`src/rtl/wdt_pkg.sv`:
```
package wdt_pkg;
  localparam int unsigned WDT_PRESCALE_DEF = 128;
  localparam int unsigned WDT_TICKS_DEF    = 1024;
  localparam logic [23:0] WDT_NMI_VECTOR   = 24'h000004;
  localparam int unsigned WDT_NMI_LEVEL    = 4;
endpackage

```
`src/rtl/wdt_prescaler.sv`:
```
module wdt_prescaler #(
  parameter int unsigned PRESCALE = 128
) (
  input  logic clk_i,
  input  logic rst_ni,
  input  logic en_i,
  input  logic sleep_i,
  input  logic restart_i,
  output logic tick_o
);
  localparam int unsigned PW = (PRESCALE > 2) ? $clog2(PRESCALE) : 1;
  localparam logic [PW-1:0] LAST = PW'(PRESCALE - 1);

  logic [PW-1:0] div_q;
  logic          at_last;

  assign at_last = (div_q == LAST);
  assign tick_o  = en_i && !sleep_i && !restart_i && at_last;

  always_ff @(posedge clk_i or negedge rst_ni) begin
    if (!rst_ni) begin
      div_q <= '0;
    end else if (!en_i || restart_i) begin
      div_q <= '0;
    end else if (!sleep_i) begin
      div_q <= at_last ? '0 : div_q + PW'(1);
    end
  end


  sleep_freeze_chk: assert property (@(posedge clk_i) disable iff (!rst_ni)
    (en_i && sleep_i && !restart_i) |=> $stable(div_q));


  off_clear_chk: assert property (@(posedge clk_i) disable iff (!rst_ni)
    (!en_i) |=> (div_q == '0));


  restart_div_chk: assert property (@(posedge clk_i) disable iff (!rst_ni)
    restart_i |=> (div_q == '0));
endmodule

```
`src/rtl/wdt_timeout_counter.sv`:
```
module wdt_timeout_counter #(
  parameter int unsigned TIMEOUT_TICKS = 1024
) (
  input  logic clk_i,
  input  logic rst_ni,
  input  logic en_i,
  input  logic restart_i,
  input  logic tick_i,
  output logic expire_o
);
  localparam int unsigned CW = (TIMEOUT_TICKS > 2) ? $clog2(TIMEOUT_TICKS) : 1;
  localparam logic [CW-1:0] TERM = CW'(TIMEOUT_TICKS - 1);

  logic [CW-1:0] cnt_q;

  assign expire_o = tick_i && (cnt_q == TERM);

  always_ff @(posedge clk_i or negedge rst_ni) begin
    if (!rst_ni) begin
      cnt_q <= '0;
    end else if (!en_i || restart_i) begin
      cnt_q <= '0;
    end else if (tick_i) begin
      cnt_q <= (cnt_q == TERM) ? '0 : cnt_q + CW'(1);
    end
  end


  restart_cnt_chk: assert property (@(posedge clk_i) disable iff (!rst_ni)
    restart_i |=> (cnt_q == '0));


  wrap_after_expire_chk: assert property (@(posedge clk_i) disable iff (!rst_ni)
    expire_o |=> (cnt_q == '0));


  no_overrun_chk: assert property (@(posedge clk_i) disable iff (!rst_ni)
    cnt_q <= TERM);
endmodule

```
`src/rtl/wdt_nmi_flag.sv`:
```
module wdt_nmi_flag (
  input  logic clk_i,
  input  logic rst_ni,
  input  logic set_i,
  input  logic ack_i,
  output logic nmi_o
);
  logic nmi_q;

  assign nmi_o = nmi_q;

  always_ff @(posedge clk_i or negedge rst_ni) begin
    if (!rst_ni) begin
      nmi_q <= 1'b0;
    end else if (set_i) begin
      nmi_q <= 1'b1;
    end else if (ack_i) begin
      nmi_q <= 1'b0;
    end
  end


  sticky_hold_chk: assert property (@(posedge clk_i) disable iff (!rst_ni)
    (nmi_q && !ack_i) |=> nmi_q);


  ack_clear_chk: assert property (@(posedge clk_i) disable iff (!rst_ni)
    (ack_i && !set_i) |=> !nmi_q);


  set_wins_chk: assert property (@(posedge clk_i) disable iff (!rst_ni)
    set_i |=> nmi_q);
endmodule

```
`src/rtl/lf_watchdog_nmi.sv`:
```
module lf_watchdog_nmi #(
  parameter int unsigned PRESCALE      = wdt_pkg::WDT_PRESCALE_DEF,
  parameter int unsigned TIMEOUT_TICKS = wdt_pkg::WDT_TICKS_DEF
) (
  input  logic clk_i,
  input  logic rst_ni,
  input  logic wdt_en_i,
  input  logic restart_i,
  input  logic halt_i,
  input  logic sleep_i,
  input  logic nmi_ack_i,
  output logic nmi_req_o
);
  logic tick_w;
  logic expire_w;

  wdt_prescaler #(.PRESCALE(PRESCALE)) u_pre (
    .clk_i    (clk_i),
    .rst_ni   (rst_ni),
    .en_i     (wdt_en_i),
    .sleep_i  (sleep_i),
    .restart_i(restart_i),
    .tick_o   (tick_w)
  );

  wdt_timeout_counter #(.TIMEOUT_TICKS(TIMEOUT_TICKS)) u_cnt (
    .clk_i    (clk_i),
    .rst_ni   (rst_ni),
    .en_i     (wdt_en_i),
    .restart_i(restart_i),
    .tick_i   (tick_w),
    .expire_o (expire_w)
  );

  wdt_nmi_flag u_flag (
    .clk_i (clk_i),
    .rst_ni(rst_ni),
    .set_i (expire_w),
    .ack_i (nmi_ack_i),
    .nmi_o (nmi_req_o)
  );


  restart_beats_expire_chk: assert property (@(posedge clk_i) disable iff (!rst_ni)
    (restart_i && !nmi_req_o) |=> !nmi_req_o);


  disabled_quiet_chk: assert property (@(posedge clk_i) disable iff (!rst_ni)
    (!wdt_en_i && !nmi_req_o) |=> !nmi_req_o);


  halt_still_fires_chk: assert property (@(posedge clk_i) disable iff (!rst_ni)
    (halt_i && expire_w) |=> nmi_req_o);
endmodule

```
`config.mk`:
```
export PLATFORM = sky130hd
export DESIGN_NAME = lf_watchdog_nmi
export DESIGN_NICKNAME = d
export VERILOG_FILES = /design/src/rtl/wdt_pkg.sv /design/src/rtl/wdt_prescaler.sv /design/src/rtl/wdt_timeout_counter.sv /design/src/rtl/wdt_nmi_flag.sv /design/src/rtl/lf_watchdog_nmi.sv
export SDC_FILE = /design/constraint.sdc
export NUM_CORES = 1
export LEC_CHECK = 0
export BUFFER_PORTS_ARGS = -buffer_cell sky130_fd_sc_hd__buf_2
export CAP_MARGIN = 0
export CORE_ASPECT_RATIO = 2
export CORE_MARGIN = 5
export CORE_UTILIZATION = 25
export DETAILED_ROUTE_END_ITERATION = 7
export PLACE_DENSITY_LB_ADDON = 0.08
export SLEW_MARGIN = 20
export SYNTH_ARGS = -nofsm -noshare
export SYNTH_HDL_FRONTEND = slang
export SYNTH_SLANG_ARGS = --single-unit
```
`constraint.sdc`:
```
create_clock -name clk_i -period 4.3 [get_ports clk_i]
set_input_delay 1.075 -clock clk_i [delete_from_list [all_inputs] [get_ports clk_i]]
set_output_delay 1.075 -clock clk_i [all_outputs]
set_load 0.01 [all_outputs]
```
==> reports/metrics.json <==
{
  "outcome": {"value": "finished clean"},
  "grt_pass1_vias": {"value": 842},
  "diodes": {"value": 0},
  "detail_route.vias_per_cell": {"value": 4.95},
  "final-hold-violation-count": {"value": 0},
  "critical_path.reg2reg.endpoint": {"value": "u_cnt.cnt_q[7]"},
  "worst-setup-path-type": {"value": "in2reg"},
  "grt_pass1_wl": {"value": 4070, "unit": "um"},
  "finalWeightedCongestion": {"value": 0.701},
  "netlist_top_cells_area": {"value": "sky130_fd_sc_hd__dfrtp_1, sky130_fd_sc_hd__nor2_1, sky130_fd_sc_hd__xnor2_1, sky130_fd_sc_hd__nand2_1, sky130_fd_sc_hd__nand3_1"},
  "synth_area": {"value": 1020, "unit": "um^2"},
  "initial_core_util": {"value": 25.2, "unit": "%"},
  "synthAdderAreaFrac": {"value": 2.45, "unit": "%"},
  "register_area": {"value": 450, "unit": "um^2"},
  "timing.critical_path.from_type": {"value": "primary input"},
  "final_period_utilization": {"value": 58.1, "unit": "%"},
  "final_common_cell": {"value": "sky130_fd_sc_hd__dfrtp_1"},
  "reg2reg_slack": {"value": 2430, "unit": "ps"},
  "critical_path_required": {"value": 4440, "unit": "ps"},
  "tritoncts_num_sinks": {"value": 18},
  "drt_iter0_drc": {"value": 12},
  "sequential_cell_area_fraction_in_the_yosys_report": {"value": 44.2, "unit": "%"},
  "post_route_cells_drive_above_1_share": {"value": 12.4, "unit": "%"},
  "pin_count_of_the_biggest_net_entering_global_routing": {"value": 19},
  "power.ir.vdd_worst": {"value": 0.000203, "unit": "V"},
  "power.density_cell_area": {"value": 269, "unit": "nW/um^2"},
  "cts_inserted_buffers": {"value": 3},
  "timing_max_transition_violations_final": {"value": 0},
  "p_total": {"value": 0.000305, "unit": "W"},
  "ctsHtreeMaxLevel": {"value": 1},
  "fillerInstances": {"value": 471},
  "drc_errors": {"value": 0},
  "synth_compound_gate_area_share": {"value": 15.3, "unit": "%"},
  "clock_tree_buffer_depth": {"value": 2},
  "cts-root-buf": {"value": "sky130_fd_sc_hd__clkbuf_8"},
  "area_fraction_of_the_dominant_cell_type_after_synthesis": {"value": 44.2, "unit": "%"},
  "synth_cell_type_count": {"value": 35},
  "unrepaired_setup_endpoints_after_global_routing": {"value": "no"},
  "die_area": {"value": 5530, "unit": "um^2"},
  "rr_worst_depth": {"value": 5},
  "setup_viol": {"value": 0},
  "largest_family_of_logic_cells_by_synthesized_area": {"value": "simple AND/OR/NAND/NOR gates"},
  "post_synth_mux_area_share": {"value": 1.96, "unit": "%"},
  "worst_skew_pair.late_latency": {"value": 250, "unit": "ps"},
  "synth_warnings": {"value": 0},
  "portBuffers": {"value": 6},
  "cts.hold.buffers_added": {"value": 0},
  "max-cap-violations": {"value": 0},
  "setup.worst_path.start": {"value": "restart_i"},
  "fp.coreArea": {"value": 4050, "unit": "um^2"},
  "cp-end-kind": {"value": "flop"},
  "crit-reg2reg-launch": {"value": "u_pre.div_q[0]"},
  "maximum_fanout_count_along_the_critical_path": {"value": 11},
  "antenna_violating_nets_post_route": {"value": 0},
  "ys_seq_elements": {"value": 18},
  "drt_pass1_iterations": {"value": 4},
  "multiInputGateArea": {"value": 534, "unit": "um^2"},
  "hpwl": {"value": 1820, "unit": "um"},
  "timing.clock.skew": {"value": 2.46, "unit": "ps"},
  "endpoint": {"value": "u_cnt.cnt_q[7]"},
  "worst-slew-pin-transition": {"value": 730, "unit": "ps"},
  "p_leak": {"value": 0.503, "unit": "nW"},
  "layout.nets": {"value": 124},
  "syn-num-nets": {"value": 118},
  "cts_resized": {"value": 0},
  "drt-wirelength-per-cell": {"value": 14.6, "unit": "um"},
  "wirelength": {"value": 2420, "unit": "um"},
  "fin_tns_setup": {"value": 0, "unit": "ps"},
  "area.growth.synth_to_final": {"value": 11.4, "unit": "%"},
  "grt_antenna_before_repair": {"value": 0},
  "floorplan.io_pins": {"value": 8},
  "grt_use_total": {"value": 10.4, "unit": "%"},
  "post_synth_and_or_nand_nor_area_fraction": {"value": 27.5, "unit": "%"},
  "max-slew-margin-rel": {"value": 51.2, "unit": "%"},
  "fmax": {"value": 400, "unit": "MHz"},
  "cts.clk_slew.worst_paths": {"value": 70, "unit": "ps"},
  "post-synth-top-area-cell": {"value": "sky130_fd_sc_hd__dfrtp_1"},
  "min_path_type": {"value": "reg2reg"},
  "cell_rows": {"value": 33},
  "syn_area_per_cell": {"value": 9.36, "unit": "um^2"},
  "clock_tree_from_tritoncts": {"value": "built"},
  "synth_xor_area_share": {"value": 5.15, "unit": "%"},
  "grt_overflow_total": {"value": 0},
  "postCtsSetupRepairBufs": {"value": 0},
  "postSynthCellCount": {"value": 109},
  "arrival": {"value": 2640, "unit": "ps"},
  "num_vias": {"value": 816},
  "floorplan.die.width": {"value": 55.2, "unit": "um"},
  "most-common-layout-cells": {"value": "sky130_fd_sc_hd__dfrtp_1, sky130_fd_sc_hd__nor2_1, sky130_fd_sc_hd__nand2_1"},
  "die_height": {"value": 100, "unit": "um"},
  "min_period": {"value": 2500, "unit": "ps"}
}
[how the worst min path moves through the flow]
| stage | startpoint | endpoint | slack, ps | depth (start not counted) |
|---|---|---|---|---|
| 5_1_grt | u_flag.nmi_o | u_flag.nmi_o | 570 | 2 |
| 3_3_place_gp | u_flag.nmi_o | u_flag.nmi_o | 510 | 2 |
| 2_1_floorplan | u_pre.div_q[1] | u_pre.div_q[1] | 520 | 2 |
| 6_report | u_flag.nmi_o | u_flag.nmi_o | 530 | 2 |
| 4_1_cts | u_flag.nmi_o | u_flag.nmi_o | 530 | 2 |
| 3_5_place_dp | u_flag.nmi_o | u_flag.nmi_o | 520 | 2 |
[metrics by stage]
step	setup slack (ps)	utilization (%)	std cells	hold slack [ps]	area, um^2
after floorplan	2020	-	109	516	1020
after global placement	1510	27.1	162	514	1090
after detailed placement	1500	27.1	162	523	1090
after CTS	1770	28.1	165	534	1140
after global routing	1710	28.1	165	565	1140
final	1800	28.1	165	527	1140
[critical path, cell delays in order]
cell and delay, ps:
sky130_fd_sc_hd__buf_2 100, sky130_fd_sc_hd__nand2b_1 350, sky130_fd_sc_hd__or4_1 750, sky130_fd_sc_hd__o21ai_1 280, sky130_fd_sc_hd__nor2_1 80
[per-layer routing]
metal | vias to the layer above | wire, um | track usage [%]
met5 | - | 0 | 0
met4 | 0 | 49 | 5.62
met3 | 4 | 39 | 1.34
met2 | 7 | 1430 | 19.6
met1 | 407 | 894 | 10.1
li1 | 398 | - | -
[flip-flops by register name (all words and copies together) (netlist names)]
| signal | flops |
|---|---|
| u_pre.div_q | 7 |
| u_flag.nmi_o | 1 |
| u_cnt.cnt_q | 10 |
[area by class of cell]
cell class | count | share of cell area [%]
multi-input cells | 82 | 47.0
flip-flops and latches | 18 | 39.6
well taps | 52 | 5.73
clock buffers | 3 | 3.63
repair buffers | 6 | 2.64
inverters | 4 | 1.32
[cells by family after synthesis]
kind of cell | count (synthesis)
compound gates | 22
mux | 2
flops | 18
fa+ha+maj | 2
simple gates | 50
buf+inv | 9
xor+xnor | 6
[cell usage after synthesis (all sizes together)]
master    n
xnor2     6
o21ai     7
nor3      2
ha        2
or2       1
a311oi    1
nand2b    2
nor4      2
and3      4
a21oi     2
nand3     6
o2bb2ai   1
o32ai     1
nor2     16
a32o      1
nand2     9
or4       2
nand3b    1
buf       1
and2      1
a41o      2
dfrtp    18
mux2i     2
o22ai     1
a31oi     4
nand4     2
inv       4
nor2b     2
o22a      1
o21a      1
clkbuf    4
[power by group]
group	internal (W)	switching [W]
clock	0.0000623	0.0000587
sequential	0.000170	0.000000546
combinational	0.00000396	0.0000101
No activity file was read; power rests on OpenSTA's default activity.
